**src/rtl/i2cs_pkg.sv**
```systemverilog
package i2cs_pkg;

    // Meaning of one sampled level update on the two wires.
    typedef enum logic [1:0] {
        EV_NONE  = 2'd0,
        EV_START = 2'd1,
        EV_STOP  = 2'd2,
        EV_BIT   = 2'd3
    } bus_ev_e;

    typedef struct packed {
        logic scl;
        logic sda;
    } line_t;

    localparam line_t LINE_IDLE = '{scl: 1'b1, sda: 1'b1};

    // Classify the transition from prev to cur.
    function automatic bus_ev_e classify(line_t prev, line_t cur);
        if (prev.scl && cur.scl && (prev.sda != cur.sda))
            return cur.sda ? EV_STOP : EV_START;
        if (!prev.scl && cur.scl && (prev.sda == cur.sda))
            return EV_BIT;
        return EV_NONE;
    endfunction

endpackage

```
**src/rtl/i2cs_line_tracker.sv**
```systemverilog
module i2cs_line_tracker
    import i2cs_pkg::*;
(
    input  logic    clk,
    input  logic    rst,
    input  logic    upd,
    input  line_t   cur,
    output line_t   prev,
    output bus_ev_e ev
);
    line_t prev_q;

    always_ff @(posedge clk) begin
        if (rst)
            prev_q <= LINE_IDLE;
        else if (upd)
            prev_q <= cur;
    end

    assign prev = prev_q;
    assign ev   = upd ? classify(prev_q, cur) : EV_NONE;
endmodule

```
**src/rtl/i2cs_store.sv**
```systemverilog
module i2cs_store #(
    parameter int BYTE_W = 8
) (
    input  logic              clk,
    input  logic              wr_en,
    input  logic [BYTE_W-1:0] wr_addr,
    input  logic [BYTE_W-1:0] wr_data,
    input  logic [BYTE_W-1:0] rd_addr,
    output logic [BYTE_W-1:0] rd_data
);
    localparam int DEPTH = 1 << BYTE_W;

    logic [BYTE_W-1:0] mem [DEPTH];

    // Contents survive reset on purpose: only the preload port writes them.
    always_ff @(posedge clk) begin
        if (wr_en)
            mem[wr_addr] <= wr_data;
    end

    assign rd_data = mem[rd_addr];
endmodule

```
**src/rtl/i2cs_sequencer.sv**
```systemverilog
module i2cs_sequencer
    import i2cs_pkg::*;
#(
    parameter int BYTE_W = 8,
    localparam int ACK_TICK  = BYTE_W + 1,
    localparam int LAST_TICK = 2 * BYTE_W + 1,
    localparam int TICK_W    = $clog2(LAST_TICK + 2)
) (
    input  logic              clk,
    input  logic              rst,
    input  bus_ev_e           ev,
    input  logic              bit_in,
    input  logic [BYTE_W-1:0] rd_data,
    output logic [BYTE_W-1:0] rd_addr,
    output logic [TICK_W-1:0] tick,
    output logic              sda_drv
);
    logic [TICK_W-1:0] tick_q;
    logic [BYTE_W-1:0] cmd_q;
    logic [BYTE_W-1:0] addr_q;
    logic [BYTE_W-1:0] data_q;
    logic              sda_q;

    logic              is_read;
    logic              live;
    logic              payload;
    logic [BYTE_W-1:0] addr_nx;

    assign is_read = cmd_q[0];
    assign live    = (tick_q != '0) && (tick_q <= TICK_W'(LAST_TICK));
    assign payload = (tick_q > TICK_W'(ACK_TICK)) && (tick_q <= TICK_W'(LAST_TICK));

    always_comb begin
        addr_nx = addr_q;
        if (ev == EV_BIT && payload && !is_read)
            addr_nx = {addr_q[BYTE_W-2:0], bit_in};
    end

    assign rd_addr = addr_nx;

    always_ff @(posedge clk) begin
        if (rst) begin
            tick_q <= '0;
            cmd_q  <= '0;
            addr_q <= '0;
            data_q <= '0;
            sda_q  <= 1'b1;
        end else begin
            case (ev)
                EV_START: begin
                    tick_q <= TICK_W'(1);
                    cmd_q  <= '0;
                    sda_q  <= 1'b1;
                end
                EV_STOP: begin
                    tick_q <= '0;
                    sda_q  <= 1'b1;
                end
                EV_BIT: begin
                    if (live) begin
                        tick_q <= tick_q + TICK_W'(1);
                        if (tick_q < TICK_W'(ACK_TICK)) begin
                            cmd_q <= {cmd_q[BYTE_W-2:0], bit_in};
                        end else if (tick_q == TICK_W'(ACK_TICK)) begin
                            sda_q <= 1'b0;
                        end else begin
                            addr_q <= addr_nx;
                            if (is_read) begin
                                sda_q  <= data_q[BYTE_W-1];
                                data_q <= {data_q[BYTE_W-2:0], 1'b0};
                            end else begin
                                sda_q <= 1'b1;
                            end
                            if (tick_q == TICK_W'(LAST_TICK))
                                data_q <= rd_data;
                        end
                    end
                end
                default: ;
            endcase
        end
    end

    assign tick    = tick_q;
    assign sda_drv = sda_q;
endmodule

```
**src/rtl/i2c_bitbang_eeprom.sv**
```systemverilog
module i2c_bitbang_eeprom
    import i2cs_pkg::*;
#(
    parameter int BYTE_W = 8,
    localparam int TICK_W = $clog2(2 * BYTE_W + 3)
) (
    input  logic              clk,
    input  logic              rst,
    input  logic              upd,
    input  logic              scl_in,
    input  logic              sda_in,
    input  logic              pl_we,
    input  logic [BYTE_W-1:0] pl_addr,
    input  logic [BYTE_W-1:0] pl_data,
    output logic              sda_out,
    output logic              rd_bit
);
    line_t             cur_line;
    line_t             prev_line;
    bus_ev_e           ev;
    logic              prev_scl;
    logic              prev_sda;
    logic [BYTE_W-1:0] mem_addr;
    logic [BYTE_W-1:0] mem_data;
    logic [TICK_W-1:0] seq_tick;

    assign cur_line = '{scl: scl_in, sda: sda_in};
    assign prev_scl = prev_line.scl;
    assign prev_sda = prev_line.sda;

    i2cs_line_tracker u_trk (
        .clk  (clk),
        .rst  (rst),
        .upd  (upd),
        .cur  (cur_line),
        .prev (prev_line),
        .ev   (ev)
    );

    i2cs_sequencer #(.BYTE_W(BYTE_W)) u_seq (
        .clk     (clk),
        .rst     (rst),
        .ev      (ev),
        .bit_in  (sda_in),
        .rd_data (mem_data),
        .rd_addr (mem_addr),
        .tick    (seq_tick),
        .sda_drv (sda_out)
    );

    i2cs_store #(.BYTE_W(BYTE_W)) u_mem (
        .clk     (clk),
        .wr_en   (pl_we),
        .wr_addr (pl_addr),
        .wr_data (pl_data),
        .rd_addr (mem_addr),
        .rd_data (mem_data)
    );

    assign rd_bit = sda_in & sda_out;
endmodule

```
**config.mk**
```make
export PLATFORM = sky130hd
export DESIGN_NAME = i2c_bitbang_eeprom
export DESIGN_NICKNAME = d
export VERILOG_FILES = /design/src/rtl/i2cs_pkg.sv /design/src/rtl/i2cs_line_tracker.sv /design/src/rtl/i2cs_store.sv /design/src/rtl/i2cs_sequencer.sv /design/src/rtl/i2c_bitbang_eeprom.sv
export SDC_FILE = /design/constraint.sdc
export NUM_CORES = 2
export LEC_CHECK = 0
export CORE_ASPECT_RATIO = 0.75
export CORE_MARGIN = 5
export CORE_UTILIZATION = 25
export DETAILED_ROUTE_END_ITERATION = 8
export GPL_ROUTABILITY_DRIVEN = 0
export MAX_ROUTING_LAYER = met4
export PLACE_DENSITY_LB_ADDON = 0.15
export REMOVE_ABC_BUFFERS = 1
export SYNTH_ARGS = -nofsm -noshare
export SYNTH_HDL_FRONTEND = slang
export SYNTH_HIERARCHICAL = 1
export SYNTH_SLANG_ARGS = --single-unit
```
**constraint.sdc**
```tcl
create_clock -name clk -period 7.4 [get_ports clk]
set_input_delay 2.22 -clock clk [delete_from_list [all_inputs] [get_ports clk]]
set_output_delay 2.22 -clock clk [all_outputs]
set_load 0.01 [all_outputs]
```
# Yosys cells after proc, flatten, opt, wreduce, memory -nomap -nowiden
# Memories as Yosys holds them, arrays and structs flattened.
# Cells that the tools add are included.
# op_classes
n_addsub	1
n_lt_le_gt_ge	3
eq_ne	10
muxes	24
bitwise_logic	3
n_reduce_logical	21
# op_table
op	n
2-to-1 mux 8 bit	3
case mux 5 bit (3 select lines)	1
2-to-1 mux 2 bit	6
2-to-1 mux 1 bit	11
logical AND 1 bit	8
AND reduction 3 bit	2
nonzero test 2 bit	3
adder 5 x 1 -> 5 bit (second input constant)	1
== test 5 x 4 -> 1 bit (second input constant)	1
== test 5 bit (second input constant)	1
> comparator 5 x 4 -> 1 bit (second input constant)	1
less-or-equal comparator 5 bit (second input constant)	1
less-than comparator 5 x 4 -> 1 bit (second input constant)	1
2-to-1 mux 5 bit	1
AND reduction 5 bit	1
nonzero test 5 bit	1
== test 2 bit (second input constant)	2
inequality test 2 bit (second input constant)	2
case mux 1 bit (2 select lines)	2
AND reduction 4 bit	1
nonzero test 3 bit	1
== test 2 x 1 -> 1 bit (second input constant)	1
zero test 1 bit	2
inequality test 2 x 1 -> 1 bit (second input constant)	1
other kinds (6)	7
# totals
ff_bits	25
ram_bits	2048
memories	1
# memory_table
memory	depth	width	read_ports	rd_ports_with_merged_regs	write_ports	line	source
u_mem.mem	256	8	1	0	1	i2cs_store.sv:13	logic [BYTE_W-1:0] mem [DEPTH];

# Logic depth before layout (Yosys ltp)
# An unclocked memory read counts as a cell.
# logic_depth
ltp_word	14
depth_mapped	20
ltp_nobuf	15

# By module
# Netlist, hierarchy kept.
# by_module_without_submodules
mod	n_inst	cells_each	area_each_um2	seq_area_each_um2
i2cs_store	1	3725	79396.1	61499.0
i2cs_sequencer	1	147	1430.1	460.4
i2cs_line_tracker	1	14	118.9	40.0
i2c_bitbang_eeprom	1	1	6.3	0.0

# Worst setup path before layout
# Ideal clock, no wire load.
# synth_timing
kind	input -> register
from	in sda_in
to	reg u_seq.data_q[2]
setup_time_ns	0.121
t_arrival_ns	5.803
required_ns	7.279
setup_slack_ns	1.477
stages	18
path_buffers	4
cell_sequence	xor2_1 o22ai_1 ha_1 inv_1 a211oi_4 mux2_4 buf_6 buf_12 buf_8 buf_2 mux4_2 a22oi_1 a21oi_1 nor4_1 nor4_2 mux2i_1 nor2_1 mux2_2
# synth_between
elab_chain_len	13
elab_cells_between_ends	20
# synth_lines
element	line	source
from (decl)	i2c_bitbang_eeprom.sv:11	input logic sda_in,
== test 1 bit	i2cs_pkg.sv:22	if (!prev.scl && cur.scl && (prev.sda == cur.sda))
logical AND 1 bit	i2cs_pkg.sv:22	
2-to-1 mux 1 bit (2 in a row)	i2cs_pkg.sv:22	
2-to-1 mux 2 bit	i2cs_pkg.sv:24	return EV_NONE;
2-to-1 mux 2 bit (*)	i2cs_pkg.sv:22	
2-to-1 mux 2 bit (*)	i2cs_line_tracker.sv:21	assign ev = upd ? classify(prev_q, cur) : EV_NONE;
net ev[0]	i2c_bitbang_eeprom.sv:20	bus_ev_e ev;
== test 2 bit (*)	i2cs_sequencer.sv:35	if (ev == EV_BIT && payload && !is_read)
logical AND 1 bit (*) (2 in a row)	i2cs_sequencer.sv:35	
2-to-1 mux 8 bit (*)	i2cs_sequencer.sv:35	
net mem_addr[0]	i2c_bitbang_eeprom.sv:23	logic [BYTE_W-1:0] mem_addr;
memory (256 x 8 bit) (*)	--	
net mem_data[2]	i2c_bitbang_eeprom.sv:24	logic [BYTE_W-1:0] mem_data;
2-to-1 mux 8 bit (*)	i2cs_sequencer.sv:74	if (tick_q == TICK_W'(LAST_TICK))
to (signal assigned)	i2cs_sequencer.sv:70	data_q <= {data_q[BYTE_W-2:0], 1'b0};
to (signal assigned)	i2cs_sequencer.sv:75	data_q <= rd_data;
to (decl)	i2cs_sequencer.sv:21	logic [BYTE_W-1:0] data_q;
# Mark *: on every way through the listed nets, which the timed path passes. The rest lies on a longest branch. The select of a mux whose other input is x is not followed.
# A chain may end at the register's enable or synchronous reset.

# Final worst setup path
# layout_timing
from	in sda_in
to	reg u_seq.data_q[7]
# Same word-level chain as after synthesis.

==> results.md <==
* Reg2Reg Setup Slack at 1900 ps
* Iter 0 DRT Violations at 4,097
* Worst Hold Path Cells at 2
* Syn_area_per_cell at 20.83 sq um
* Final nets at 4,336
* Syn. warnings at 6
* Start point of the critical path: sda_in
* Unique masters post-synth at 74
* Tmin final at 6841 ps
* Fmax at 0.1462 GHz
* Top cell type's share of synthesized area at 75.97%
* WHS at 477.4 ps
* Rows at 181
* TritonCTS clock tree: built
* Clock Power Share at 44.3%
* Family with the most delay on the worst path: buffers and inverters
* Syn-to-layout area delta at 18.31%
* Fillcell total at 31,510
* Outcome: finished, final reports clean
* Initial core utilization at 25.03%
* Sw Share at 20.51%
* Pre-Repair DR Iteration Count at 5
* Worst flop-to-flop path startpoint: u_seq/tick[1]
* HPWL after DPL at 154.9 mm
* Post-synth ARST share at 0%
* Clock buffer depth at 4
* Worst-Margin Slew at 1345 ps
* Initial antenna violation count at 20
* # clock sinks at 2,073
* LEAKAGE at 28.30 nW
* Seq/Total Area, Yosys at 76.59%
* Total clock buffers created by CTS at 212
* Drt drc at 0
* Reg power frac at 54.3%
* Worst path bufs/invs at 6
* Clock Latency Late Sink at 880 ps
* Worst hold path type: reg -> reg
* Layout cells sized above 1 at 27.22%
* Final Cycle Share at 92.45%
* Internal power at 18.94 mW
* Final clock skew at 66.04 ps
* Combinational power share at 1.5%
* Net Switching at 4.887 mW
* Total track usage at 14.87%
* Relative slew slack at 8.002%
* Post-synth EDFFs at 2,048
* Die extent in y at 502.8 microns
* Syn Inst Count at 3,887
* WS Path Type: in -> reg
* Root Driver: clkbuf_16
* Critical path peak fanout at 25
* CP max stage delay at 740 ps
* Max_cap viols at 0
* Crit path cell chain: clkdlybuf4s50_1 > xor2_1 > o22ai_1 > ha_1 > inv_1 > a211oi_4 > mux2_8 > buf_12 > buf_12 > mux4_2 > a22oi_1 > a21oi_1 > buf_4 > nor4_2 > buf_4 > nor4_1 > mux2i_1 > nor2_1 > mux2_2
* CTS clk-pin slew, worst paths at 60 ps
* RSZ-0062 raised after global routing: no
* Die X at 667.1 microns
* PortBufs at 23
* Via density at 4.637
* Vias post-DR at 40,660
* Critical Path End Type: flop
* Worst path slowest cell: nor4_2
* Wirelength, routed at 247.1 mm
* Startpoint types: primary input
* Worst Hold Endpoint: u_seq/data_q[0]
* Core area at 323,400 sq um
* GR Overflow Total at 0
* Antenna Nets Post-Route at 0
* H-tree level count at 4
* Final Power at 23.82 mW
* Synth Register Bits at 2,073
* Largest net degree at the start of global routing at 149
* Worst EP arrival at 7600 ps
* Worst vdd ir at 0.1624 mV
* HP Start: u_seq/data_q[0]
* IO Pins at 24
* Ys flop type: edfxtp_1
* Fin. max-slew vios at 0
* Pwr dens at 248.8 nW/um^2
* Drt wl/cell at 28.18 microns
* Data required time of the worst path at 8160 ps
* Number of global-route vias before repair at 41,480
* Hold Vio Cnt, Final at 0
* Top cell type by total area after synthesis: edfxtp_1
* Logic depth of the worst register-to-register path at 18
* Top cells by area, synth: edfxtp_1 76%, mux4_2 13%, mux2i_1 1.9%, nor2_1 1.4%, a22oi_1 1.2%
* Synth Cell Area at 80,950 sq um
* Reg2reg end: u_seq/data_q[7]
* Final count of negative-setup-slack endpoints at 0
* First-pass GRT wire length at 343.5 mm
* Die Footprint at 335,400 sq um
[cell usage in the layout (no fill, tap or decap), types with 17 or more instances in the layout]
master	synthesis	routed
clkbuf_16	0	214
clkinv_1	1	50
nand2_1	38	37
clkbuf_1	115	46
buf_12	8	59
a22oi_1	133	133
edfxtp_1	2048	2048
a211oi_1	17	17
mux4_2	454	454
nand3_1	34	25
buf_4	27	364
bufinv_16	0	20
o221ai_1	47	47
a21oi_1	100	100
clkinv_2	0	31
nor2b_1	38	35
o22ai_1	31	31
dfxtp_1	25	25
nand2b_1	19	19
nor2_1	293	290
nor4_1	25	24
mux2i_1	151	151
nor3_1	23	23
[metal layers]
metal	wire length (microns)	global-route usage, %	up-vias
li1	-	-	17110
met1	122700	22.47	22110
met2	106700	21.21	1168
met3	13430	2.236	272
met4	4335	2.879	0
met5	0	-	-
[cell usage after synthesis, types with 3 or more instances]
cell and number:
ha_1 7, dfxtp_1 25, a22o_1 8, nor2_1 293, nor3_1 23, buf_2 33, nand3_1 34, buf_12 8
a21oi_1 100, mux4_2 454, clkbuf_1 115, o22a_1 5, a31oi_1 3, nor2b_1 38, buf_6 22, o211ai_1 12
or2_2 4, nand2b_1 19, o221ai_1 47, nand4b_1 4, nand4_1 12, buf_4 27, o32ai_1 4, o22ai_1 31
buf_1 22, inv_1 13, nor4_2 3, o21ai_0 12, mux2i_1 151, a2111oi_0 3, nand3b_1 3, a221oi_1 13
a211oi_1 17, a22oi_1 133, nor4_1 25, buf_8 13, edfxtp_1 2048, nand2_1 38, mux2_2 14, and2_1 8
[state kept, by name, indices dropped and copies added (netlist names)]
name	flops
u_mem/mem	2048
u_trk/prev	2
u_seq/cmd_q	1
u_seq/tick	5
u_seq/sda_drv	1
u_seq/data_q	8
u_seq/addr_q	8
[stage by stage]
step	util [%]	std cells	cell area, sq um	setup slack (ps)	setup TNS (ps)
4_1_cts	29.61	8763	95760	199.0	0
3_3_place_gp	27.58	8393	89180	-750.2	-2354
3_5_place_dp	27.58	8393	89180	-741.3	-2223
2_1_floorplan	-	3647	79470	-5661	-44500
5_1_grt	29.61	8764	95770	373.6	0
6_report	29.62	8768	95780	558.5	0
[worst max-delay path by stage]
stage	to	slack, ps	cells after the start
after floorplan	u_seq/data_q[6]	-5660	15
after CTS	u_seq/data_q[7]	200	20
after global placement	u_seq/data_q[7]	-750	20
after global routing	u_seq/data_q[4]	370	19
after detailed placement	u_seq/data_q[7]	-740	20
final	u_seq/data_q[7]	560	19
[final cells by class]
type / instances / area [sq um] / area share, %
Antenna cell: 5 / 12.51 / 0.01306
Clock buffer: 260 / 5528 / 5.772
Clock inverter: 110 / 1050 / 1.096
Inverter: 14 / 52.55 / 0.05487
Multi-Input combinational cell: 1560 / 17570 / 18.34
Sequential cell: 2073 / 62000 / 64.73
Tap cell: 4300 / 5380 / 5.617
Timing Repair Buffer: 446 / 4184 / 4.369
[power by group through the flow]
stage	Sequential, mW	Combinational, mW	Clock, mW
2_1_floorplan	13.2	0.0449	0
3_3_place_gp	13.2	0.363	0
3_5_place_dp	13.2	0.370	0
4_1_cts	12.9	0.368	10.9
5_1_grt	12.9	0.380	11.4
6_report	12.9	0.352	10.5
[kinds of logic (layout without fill, tap and decap cells)]
family	Yosys count	count (layout)	share of synthesized area, %
adder cells (fa/ha/maj)	7	7	0.1082
other	0	5	0
flip-flops	2073	2073	76.59
AO/OA/AOI/OAI	413	413	3.651
XOR/XNOR	1	1	0.01082
buffers and inverters	254	830	1.900
multiplexers	623	623	14.79
AND/OR/NAND/NOR	516	516	2.947
[tightest hold or removal path: stages (launching register included)]
cell      delay, ps
dfxtp_1         310
nand2b_1         60
o21ai_0          60
[what timing repair did]
action | 4_1_cts | 5_1_grt
hold buffers | 0 | 0
setup endpoints to repair | 0 | 1
resized for setup | 0 | 1
buffers inserted | 0 | 0
Note: power is estimated with default switching activity, not from simulation.
